--- src/rtl/hsp_pkg.sv ---
package hsp_pkg;

    typedef enum logic [2:0] {
        PC_SEQ = 3'd0,
        PC_JMP = 3'd1,
        PC_JZ  = 3'd2,
        PC_JNZ = 3'd3,
        PC_RET = 3'd4
    } pc_op_e;

    typedef enum logic [1:0] {
        NXT_STAY = 2'd0,
        NXT_ONE  = 2'd1,
        NXT_TWO  = 2'd2,
        NXT_ALT  = 2'd3
    } nxt_e;

    typedef enum logic [2:0] {
        TR_HOLD = 3'd0,
        TR_IMM  = 3'd1,
        TR_FU   = 3'd2,
        TR_MEM  = 3'd3,
        TR_DSH  = 3'd4
    } tr_op_e;

    typedef enum logic [1:0] {
        STK_HOLD = 2'd0,
        STK_PUSH = 2'd1,
        STK_POP  = 2'd2
    } stk_op_e;

    typedef enum logic [2:0] {
        FU_A    = 3'd0,
        FU_AND  = 3'd1,
        FU_OR   = 3'd2,
        FU_XOR  = 3'd3,
        FU_NOT  = 3'd4,
        FU_SHL  = 3'd5,
        FU_SHR  = 3'd6,
        FU_B    = 3'd7
    } fu_op_e;

    typedef enum logic [1:0] {
        MEM_NONE = 2'd0,
        MEM_RD   = 2'd1,
        MEM_WR   = 2'd2
    } mem_op_e;

    typedef enum logic [1:0] {
        RG_ROM = 2'd0,
        RG_RAM = 2'd1,
        RG_EIO = 2'd2
    } region_e;

    // Control part of an instruction word, most significant field first.
    typedef struct packed {
        pc_op_e  pc;
        nxt_e    nxt;
        tr_op_e  tr;
        stk_op_e ds;
        stk_op_e rs;
        fu_op_e  fu;
        mem_op_e mem;
    } ctrl_t;

    localparam int CTRL_W = $bits(ctrl_t);

    function automatic region_e region_of(input logic [1:0] msbs);
        case (msbs)
            2'b00:   return RG_ROM;
            2'b01:   return RG_RAM;
            default: return RG_EIO;
        endcase
    endfunction

    function automatic logic [1:0] seq_step(input nxt_e n);
        case (n)
            NXT_STAY: return 2'd0;
            NXT_TWO:  return 2'd2;
            default:  return 2'd1;
        endcase
    endfunction

endpackage

--- src/rtl/hsp_stack.sv ---
module hsp_stack #(
    parameter int W     = 8,
    parameter int DEPTH = 4
) (
    input  logic         clk,
    input  logic         rst,
    input  logic         push,
    input  logic         pop,
    input  logic [W-1:0] din,
    output logic [W-1:0] head,
    output logic         err
);
    localparam int CW    = $clog2(DEPTH + 1);
    localparam int IDX_W = (DEPTH > 1) ? $clog2(DEPTH) : 1;

    logic [CW-1:0] cnt_q;
    logic [W-1:0]  slot [DEPTH];
    logic          full, empty, do_push, do_pop;

    assign full    = (cnt_q == CW'(DEPTH));
    assign empty   = (cnt_q == '0);
    assign do_push = push && !full;
    assign do_pop  = pop && !push && !empty;

    for (genvar i = 0; i < DEPTH; i++) begin : g_slot
        always_ff @(posedge clk) begin
            if (do_push && cnt_q == CW'(i)) begin
                slot[i] <= din;
            end
        end
    end

    assign head = empty ? '0 : slot[IDX_W'(cnt_q - 1'b1)];

    always_ff @(posedge clk) begin
        if (rst) begin
            cnt_q <= '0;
            err   <= 1'b0;
        end else begin
            if (do_push) begin
                cnt_q <= cnt_q + 1'b1;
            end else if (do_pop) begin
                cnt_q <= cnt_q - 1'b1;
            end
            if ((push && full) || (pop && !push && empty)) begin
                err <= 1'b1;
            end
        end
    end

    p_ovf_hold_r11: assert property (@(posedge clk) disable iff (rst)
        (push && full) |=> (cnt_q == $past(cnt_q)));
    p_unf_hold_r11: assert property (@(posedge clk) disable iff (rst)
        (pop && !push && empty) |=> (cnt_q == '0));
    p_err_sticky_r11: assert property (@(posedge clk) disable iff (rst)
        err |=> err);
    p_depth_bound_r6: assert property (@(posedge clk) disable iff (rst)
        cnt_q <= CW'(DEPTH));
    p_push_head_r6: assert property (@(posedge clk) disable iff (rst)
        (push && !full) |=> (head == $past(din)));
endmodule

--- src/rtl/hsp_fu.sv ---
module hsp_fu
    import hsp_pkg::*;
#(
    parameter int W = 8
) (
    input  fu_op_e       op,
    input  logic [W-1:0] a,
    input  logic [W-1:0] b,
    output logic [W-1:0] y
);
    always_comb begin
        case (op)
            FU_AND:  y = a & b;
            FU_OR:   y = a | b;
            FU_XOR:  y = a ^ b;
            FU_NOT:  y = ~a;
            FU_SHL:  y = a << 1;
            FU_SHR:  y = a >> 1;
            FU_B:    y = b;
            default: y = a;
        endcase
    end
endmodule

--- src/rtl/hsp_memmap.sv ---
module hsp_memmap
    import hsp_pkg::*;
#(
    parameter int DATA_W = 8,
    parameter int ADDR_W = 8
) (
    input  logic              clk,
    input  logic              rst,
    input  mem_op_e           op,
    input  logic [ADDR_W-1:0] addr,
    input  logic [DATA_W-1:0] wdata,
    output logic [DATA_W-1:0] rdata,
    output logic [ADDR_W-3:0] rom_addr,
    input  logic [DATA_W-1:0] rom_rdata,
    output logic [ADDR_W-2:0] eio_addr,
    output logic [DATA_W-1:0] eio_wdata,
    output logic              eio_we,
    output logic              eio_re,
    input  logic [DATA_W-1:0] eio_rdata
);
    localparam int RAM_AW    = ADDR_W - 2;
    localparam int RAM_DEPTH = 1 << RAM_AW;

    logic [DATA_W-1:0] ram [RAM_DEPTH];
    region_e           rg;
    logic              ram_we;
    logic [RAM_AW-1:0] ram_idx;

    assign rg        = region_of(addr[ADDR_W-1 -: 2]);
    assign ram_idx   = addr[RAM_AW-1:0];
    assign ram_we    = (op == MEM_WR) && (rg == RG_RAM);
    assign eio_we    = (op == MEM_WR) && (rg == RG_EIO);
    assign eio_re    = (op == MEM_RD) && (rg == RG_EIO);
    assign eio_addr  = addr[ADDR_W-2:0];
    assign eio_wdata = wdata;
    assign rom_addr  = addr[ADDR_W-3:0];

    always_ff @(posedge clk) begin
        if (ram_we) begin
            ram[ram_idx] <= wdata;
        end
    end

    always_comb begin
        case (rg)
            RG_ROM:  rdata = rom_rdata;
            RG_RAM:  rdata = ram[ram_idx];
            default: rdata = eio_rdata;
        endcase
    end

    p_ram_rdback_r8: assert property (@(posedge clk) disable iff (rst)
        ram_we |=> ((op != MEM_RD) || (addr != $past(addr)) || (rdata == $past(wdata))));
    p_eio_window_r9: assert property (@(posedge clk) disable iff (rst)
        (eio_we || eio_re) |-> addr[ADDR_W-1]);
    p_rom_quiet_r10: assert property (@(posedge clk) disable iff (rst)
        (op == MEM_WR && addr[ADDR_W-1 -: 2] == 2'b00) |-> !eio_we);
endmodule

--- src/rtl/hsp_core.sv ---
module hsp_core
    import hsp_pkg::*;
#(
    parameter int DATA_W   = 8,
    parameter int ADDR_W   = 8,
    parameter int DS_DEPTH = 4,
    parameter int RS_DEPTH = 4,
    localparam int IW      = CTRL_W + ADDR_W + DATA_W
) (
    input  logic              clk,
    input  logic              rst,
    output logic [ADDR_W-1:0] code_addr,
    input  logic [IW-1:0]     code_rdata,
    output logic [ADDR_W-3:0] rom_addr,
    input  logic [DATA_W-1:0] rom_rdata,
    output logic [ADDR_W-2:0] eio_addr,
    output logic [DATA_W-1:0] eio_wdata,
    output logic              eio_we,
    output logic              eio_re,
    input  logic [DATA_W-1:0] eio_rdata,
    output logic [DATA_W-1:0] tr_out,
    output logic              ds_err,
    output logic              rs_err
);
    logic [ADDR_W-1:0] pc_q, pc_next, pc_seq, target, rs_head;
    logic [IW-1:0]     ir_q;
    logic [DATA_W-1:0] tr_q, imm, ds_head, fu_y, mem_rdata;
    ctrl_t             ctrl;
    logic              tr_zero;

    // Field extraction from the instruction register
    assign ctrl    = ctrl_t'(ir_q[IW-1 -: CTRL_W]);
    assign target  = ir_q[DATA_W +: ADDR_W];
    assign imm     = ir_q[DATA_W-1:0];
    assign tr_zero = (tr_q == '0);

    // Sequencer
    assign pc_seq = pc_q + ADDR_W'(seq_step(ctrl.nxt));

    always_comb begin
        if (rst) begin
            pc_next = '0;
        end else begin
            case (ctrl.pc)
                PC_JMP:  pc_next = target;
                PC_JZ:   pc_next = tr_zero ? target : pc_seq;
                PC_JNZ:  pc_next = tr_zero ? pc_seq : target;
                PC_RET:  pc_next = rs_head;
                default: pc_next = pc_seq;
            endcase
        end
    end

    assign code_addr = pc_next;

    // Return stack
    hsp_stack #(.W(ADDR_W), .DEPTH(RS_DEPTH)) u_rs (
        .clk  (clk),
        .rst  (rst),
        .push (ctrl.rs == STK_PUSH),
        .pop  (ctrl.rs == STK_POP),
        .din  (pc_q + 1'b1),
        .head (rs_head),
        .err  (rs_err)
    );

    // Data stack
    hsp_stack #(.W(DATA_W), .DEPTH(DS_DEPTH)) u_ds (
        .clk  (clk),
        .rst  (rst),
        .push (ctrl.ds == STK_PUSH),
        .pop  (ctrl.ds == STK_POP),
        .din  (tr_q),
        .head (ds_head),
        .err  (ds_err)
    );

    // Function unit
    hsp_fu #(.W(DATA_W)) u_fu (
        .op (ctrl.fu),
        .a  (tr_q),
        .b  (ds_head),
        .y  (fu_y)
    );

    // Memory port with region decode
    hsp_memmap #(.DATA_W(DATA_W), .ADDR_W(ADDR_W)) u_mem (
        .clk       (clk),
        .rst       (rst),
        .op        (ctrl.mem),
        .addr      (ADDR_W'(tr_q)),
        .wdata     (ds_head),
        .rdata     (mem_rdata),
        .rom_addr  (rom_addr),
        .rom_rdata (rom_rdata),
        .eio_addr  (eio_addr),
        .eio_wdata (eio_wdata),
        .eio_we    (eio_we),
        .eio_re    (eio_re),
        .eio_rdata (eio_rdata)
    );

    // Program counter, instruction register, top register
    always_ff @(posedge clk) begin
        ir_q <= code_rdata;
        if (rst) begin
            pc_q <= '0;
            tr_q <= '0;
        end else begin
            pc_q <= pc_next;
            case (ctrl.tr)
                TR_IMM:  tr_q <= imm;
                TR_FU:   tr_q <= fu_y;
                TR_MEM:  tr_q <= mem_rdata;
                TR_DSH:  tr_q <= ds_head;
                default: tr_q <= tr_q;
            endcase
        end
    end

    assign tr_out = tr_q;

    p_reset_state_r1: assert property (@(posedge clk)
        rst |=> (pc_q == '0 && tr_q == '0));
    p_imm_load_r2: assert property (@(posedge clk) disable iff (rst)
        (ctrl.tr == TR_IMM) |=> (tr_q == $past(imm)));
    p_seq_skip_r3: assert property (@(posedge clk) disable iff (rst)
        (ctrl.pc == PC_SEQ && ctrl.nxt == NXT_TWO) |=> (pc_q == ADDR_W'($past(pc_q) + 2'd2)));
    p_seq_hold_r3: assert property (@(posedge clk) disable iff (rst)
        (ctrl.pc == PC_SEQ && ctrl.nxt == NXT_STAY) |=> $stable(pc_q));
    p_jz_taken_r4: assert property (@(posedge clk) disable iff (rst)
        (ctrl.pc == PC_JZ && tr_zero) |=> (pc_q == $past(target)));
    p_jnz_fall_r4: assert property (@(posedge clk) disable iff (rst)
        (ctrl.pc == PC_JNZ && tr_zero && ctrl.nxt == NXT_ONE) |=> (pc_q == ADDR_W'($past(pc_q) + 1'b1)));
endmodule

--- config.mk ---
export PLATFORM = sky130hd
export DESIGN_NAME = hsp_core
export DESIGN_NICKNAME = d
export VERILOG_FILES = /design/src/rtl/hsp_pkg.sv /design/src/rtl/hsp_stack.sv /design/src/rtl/hsp_fu.sv /design/src/rtl/hsp_memmap.sv /design/src/rtl/hsp_core.sv
export SDC_FILE = /design/constraint.sdc
export NUM_CORES = 1
export LEC_CHECK = 0
export CORE_MARGIN = 2
export CORE_UTILIZATION = 40
export CTS_BUF_LIST = sky130_fd_sc_hd__clkbuf_8
export CTS_CLUSTER_DIAMETER = 50
export CTS_CLUSTER_SIZE = 8
export DETAILED_ROUTE_END_ITERATION = 10
export GPL_TIMING_DRIVEN = 0
export SLEW_MARGIN = 25
export SYNTH_ARGS = -nofsm -noshare
export SYNTH_HDL_FRONTEND = slang
export SYNTH_SLANG_ARGS = --single-unit
--- constraint.sdc ---
create_clock -name clk -period 8.1 [get_ports clk]
set_input_delay 0.81 -clock clk [delete_from_list [all_inputs] [get_ports clk]]
set_output_delay 0.81 -clock clk [all_outputs]
set_load 0.02 [all_outputs]
Word level (Yosys, flattened, before mapping). Memory sizes are Yosys's and may differ from the RTL's. A register that Yosys moved wholly into a read port is not among the register bits. Cells that the tools add are included.

$add $sub $neg: 6. Bitwise gates (word level): 4. Reductions and logical operators: 45. Mux-type cells: 53. Equal/unequal tests: 34.

Operators with widths (count): $mux W8 (11); $pmux W8 S4 (2); $pmux W8 S7 (1); $reduce_or A8 Y1 (6); $eq A3 B2 Y1 const B (10); $eq A3 B3 Y1 const B (8); $mux W1 (24); $logic_and A1 B1 Y1 (21); $pmux W8 S2 (1); $eq A3 B1 Y1 const B (5); $mux W2 (6); $mux W3 (4); $mux W6 (2); $eq A2 B1 Y1 const B (5); $eq A2 B2 Y1 const B (5); $add A8 B1 Y8 const B (1); $add A8 B2 Y8 (1); $and A8 B8 Y8 (1); $logic_not A8 Y1 (1); $ne A8 B1 Y1 const B (1); $not A8 Y8 (1); $or A8 B8 Y8 (1); $pmux W2 S2 (2); $xor A8 B8 Y8 (1); other kinds (9) (21).

Word-level logic and storage cells: 152. Bits in registers: 57. Memories: 3. Input port bits: 51. Output and inout bits: 41. Bits in writable memories: 576.

Memory list: u_mem.ram (depth 64, width 8, read ports 1, clocked after memory_dff 1, wr ports 1, RTL line hsp_memmap.sv:24) `logic [DATA_W-1:0] ram [RAM_DEPTH];`; u_ds.slot (depth 4, width 8, read ports 1, clocked after memory_dff 0, wr ports 1, RTL line hsp_stack.sv:17) `logic [W-1:0] slot [DEPTH];`; u_rs.slot (depth 4, width 8, read ports 1, clocked after memory_dff 0, wr ports 1, RTL line hsp_stack.sv:17).

Depth between registers and ports, before layout.
Word-level depth: 10. Gate-level depth with buffers: 14. Mapped depth without buffers: 12.

By module. Synthesis repeated with hierarchy kept, for this count alone.

Cell total of the unflattened synthesis: 1752. Area total of the unflattened synthesis: 26504.2 um2.

By module, submodules not included: hsp_memmap (area each 20472.1 um2, times used 1, seq. area each 15374.7 um2, cells each 1244); hsp_stack (area each 1571.5 um2, times used 2, seq. area each 1041.0 um2, cells each 94); hsp_core (area each 2054.5 um2, times used 1, seq. area each 980.9 um2, cells each 208); hsp_fu (area each 834.6 um2, times used 1, seq. area each 0.0 um2, cells each 112).

Worst setup path after synthesis. No wires, ideal clock.

Path kind: reg-to-reg. From: register u_ds.cnt_q[0]. To: register with a tool-made name. Buffers on the path: 2. Cell stages (with the launch flop): 14. Data arrival time: 4.087 ns. Path slack: 3.872 ns. Period minus slack after synthesis: 4.228 ns. Setup time: 0.140 ns. Required time: 7.960 ns. Cell sequence: dfxtp_1 -> buf_2 -> inv_1 -> ha_1 -> clkbuf_1 -> mux4_2 -> and2_1 -> inv_1 -> ha_1 -> o211ai_1 -> mux2i_1 -> o2111ai_1 -> a311oi_1 -> or4_1.

RTL lines: from (decl) (RTL line hsp_stack.sv:16) `logic [CW-1:0] cnt_q;`; from (signal assigned) (RTL line hsp_stack.sv:41) `cnt_q <= cnt_q + 1'b1;`; from (signal assigned) (RTL line hsp_stack.sv:43) `cnt_q <= cnt_q - 1'b1;`.

Worst setup path after layout.
From: register u_ds.cnt_q[0]. To: output eio_wdata[5].

Word-level cells in the longest chain between the ends: 3. Elaborated cells between the ends (all ways): 4. Classes of those cells: add/sub (1); mux (1); reduce/logical (1); memory (1).

Ends and longest elaborated chain: $sub A3 B1 Y3 (RTL line hsp_stack.sv:33) `assign head = empty ? '0 : slot[IDX_W'(cnt_q - 1'b1)];`; $mem_v2 Z4 W8; $mux W8 * (RTL line hsp_stack.sv:33); to (decl) (RTL line hsp_core.sv:17) `output logic [DATA_W-1:0] eio_wdata,`.

Mark *: on every way between the ends. The rest lies on a longest branch, timed or not.

==> metrics.txt <==
power per cell area=around 240 nW/µm²; status=finished, final reports clean; final setup vio count=0; CP Launch Type=register; root buf cell=clkbuf_8; post-cts gate resize count=0; DRT antenna net count=0; initial antenna violation count=1; Synth Area in Adders=about 1.3%; slowest CP cell=clkdlybuf4s50_1; Register Area=18600 µm²; Syn. warnings=0; CTS Buffer Depth=3; critical path data arrival time=4.26 ns; sequential power share=a little over half; drt pass-1 iters=6; Mapped Cells=1471; Clock Sink Count=639; global-route wire length before repair=just over 100 mm; unrepaired setup endpoints after global routing=false; combinational family with the most area after synthesis=multiplexers; FP Rows=93; Fill cells=5507; final core occ=a little under half; TritonCTS buffer count=90; Final Cell Area=29600 µm²; gp weighted congestion=0.901; nets@finish=1738; layout cell share with drive strength beyond 1=between 10% and 20%; Clock power frac=30.6%; switching part of the total power=27.1%; Post-DP HPWL=between 40 and 50 mm; VDD IR-drop max=around 0.12 mV; Netlist cell types=72; DR DRC count=0; DRT iter0 DRCs=1987; Layout area overhead=13.9%; Critical Path Stages=8; PortBufs=91; multi-input logic area=around 6800 µm²; Post-synth EDFFs=between 500 and 600; clock slew at reported path FFs=~0.060 ns; Int Pwr=5.26 mW; slowest stage delay, CP=0.74 ns; Max-Slew Margin vs Limit=25.8%; hold path depth=2; TritonCTS clock tree=built; chip width=259 µm; cell taking the most area after synthesis=edfxtp_1; R2R depth=6; WP data required=about 7.3 ns; Leakage=9.57 nW; top-area cell type share of the netlist area=between 60% and 70%; synth top area cells=edfxtp_1 67%, mux4_2 12%, dfxtp_1 4.9%; sequential area share after synthesis=71.4%; Slew @ Worst Pin=1.11 ns; Post-Synth XOR/XNOR Area=0.539%; Worst Setup Path Type=reg2out; Sw Pwr=approximately 2 mW; achievable frequency=0.197 GHz; max-cap violations=0; DP Area=28100 µm²; Overall Global Routing Usage=21.6%; cell breakdown of the critical path=buf_2 -> inv_1 -> ha_1 -> clkbuf_1 -> mux4_2 -> nand2_1 -> inv_2 -> clkdlybuf4s50_1; mux contribution to synthesized area=14.0%; Die Area=67000 µm²; die height=259 µm; Bufs and invs on worst path=5; combinational power share=16.0%; Avg Inst Size Synth=17.7 µm²; Layout Skew=around 0.038 ns; largest net degree at the start of global routing=67; compound-cell area share of the yosys netlist=4.67%; area of the core=64300 µm²; Async SR Flop Fraction=0%; Clock Latency Late Sink=0.68 ns; Post-Synth Simple-Gate Area=5.67%; Routed WL=72.7 mm; Vias/cell=approximately 5.8; CP top delay family=buffers and inverters; final hold violations=0; Top FF cell, synth=edfxtp_1; FF+latch count, synth=639; syn_nets=1548; Post-CTS Setup Inserts=0; DR vias=14800; Pins Over Slew Limit=0; H-tree depth=3; crit path time final=5.07 ns; I/O pin count=92; Wirelength per Cell=roughly 28 µm; grt total ovfl=0; Initial Utilization=around two fifths; vias in the first global route=14900; CTS Hold Bufs=0; peak fanout along the critical path=34; Total Neg Setup Slack=0 ns; HP Class=reg2reg; post-route clock period utilization=62.6%; Synth Cell Area=26000 µm²; Critical Path End Type=primary output
## kinds of logic after synthesis
group                    Yosys count
AND/OR/NAND/NOR                  321
AO/OA/AOI/OAI                    163
buffers and inverters            123
flip-flops                       639
adder cells (fa/ha/maj)           26
multiplexers                     183
XOR/XNOR                          16
## cell type report
| type | count | share of cell area (%) |
|---|---|---|
| multi-input cells | 709 | 23.1 |
| inverters | 31 | 0.427 |
| flip-flops and latches | 639 | 62.7 |
| plain buffers | 92 | 1.77 |
| clock buffers | 93 | 4.32 |
| well taps | 855 | 3.61 |
| clock inverters | 39 | 0.583 |
| repair buffers | 98 | 3.54 |
| diodes | 1 | 0.00845 |
## power by group through the flow
| stage | Sequential, mW | Clock [mW] | Combinational [mW] |
|---|---|---|---|
| floorplan | 3.93 | 0 | 0.645 |
| global placement | 3.95 | 0 | 1.08 |
| detailed placement | 3.92 | 0 | 1.15 |
| CTS | 3.85 | 2.25 | 1.15 |
| global route | 3.86 | 2.38 | 1.23 |
| finish | 3.85 | 2.21 | 1.16 |
## worst min-delay path: stages, from the launching register on
cell and delay (ns):
dfxtp_1 0.33, a21oi_1 0.04, nor2_1 0.07
## synthesized netlist by cell type (13+ instances only)
library cell / number
nand2_1: 71
a21oi_1: 22
mux2i_1: 36
nand3_1: 26
nor2_1: 136
nor2b_1: 22
nand2b_1: 13
dfxtp_1: 63
buf_4: 27
edfxtp_1: 576
a222oi_1: 14
ha_1: 25
clkbuf_1: 36
mux4_2: 133
buf_2: 18
o21ai_0: 20
inv_1: 30
## registers in the layout, summed over array words and instances (netlist names), named ones only
register	count
u_rs.cnt_q	3
u_rs.err	1
pc_q	8
u_ds.err	1
u_ds.slot	32
u_rs.slot	32
u_mem.ram	512
u_ds.cnt_q	3
ir_q	33
tr_out	8
## routing by layer
layer | up-vias | wire (µm) | global-route usage (%) | share of wire [%]
li1 | 6254 | - | - | -
met1 | 7737 | 30200 | 30.3 | 42
met2 | 704 | 34000 | 33.5 | 47
met3 | 143 | 5970 | 4.57 | 8.2
met4 | 0 | 2520 | 7.93 | 3.5
met5 | - | 0 | 0 | 0
## final timing paths
| kind | end | start | slack [ns] |
|---|---|---|---|
| hold / removal | u_ds.err$_SDFFE_PP0P_ | u_ds.err$_SDFFE_PP0P_ | 0.47 |
| hold reg to reg | u_ds.err$_SDFFE_PP0P_ | u_ds.err$_SDFFE_PP0P_ | 0.47 |
| setup reg to reg | u_mem.ram[55][5]$_DFFE_PP_ | tr_out[6]$_SDFFE_PP0P_ | 3.58 |
| setup / recovery | eio_wdata[5] | u_ds.cnt_q[0]$_SDFFE_PP0P_ | 3.03 |
## placed cells by master, fill, tap and decap left out, drive strengths merged, types with 5 or more instances in the layout
master         count
a2111oi            7
a211oi             8
a21oi             22
a221oi            11
a222oi            14
a22oi             10
a31oi              7
and2               8
and3               9
buf               63
clkbuf           129
clkdlybuf4s50     91
dfxtp             63
edfxtp           576
ha                25
inv               66
mux2               6
mux2i             36
mux4             141
nand2             71
nand2b            13
nand3             26
nand4              7
nor2             136
nor2b             22
nor3               7
nor3b              5
o211ai             6
o21ai             23
o221ai             5
o22ai              5
xnor2             10
xor2               6
## per-stage QoR
stage | power, mW | setup WS [ns] | instances | hold WS [ns]
final | 7.22 | 3.03 | 2557 | 0.470
after global routing | 7.47 | 2.75 | 2557 | 0.504
after CTS | 7.25 | 2.91 | 2556 | 0.482
after detailed placement | 5.07 | 3.65 | 2424 | 0.465
after global placement | 5.03 | 2.41 | 2417 | 0.460
after floorplan | 4.57 | 3.87 | 1471 | 0.463
No activity file was read; power rests on OpenSTA's default activity.
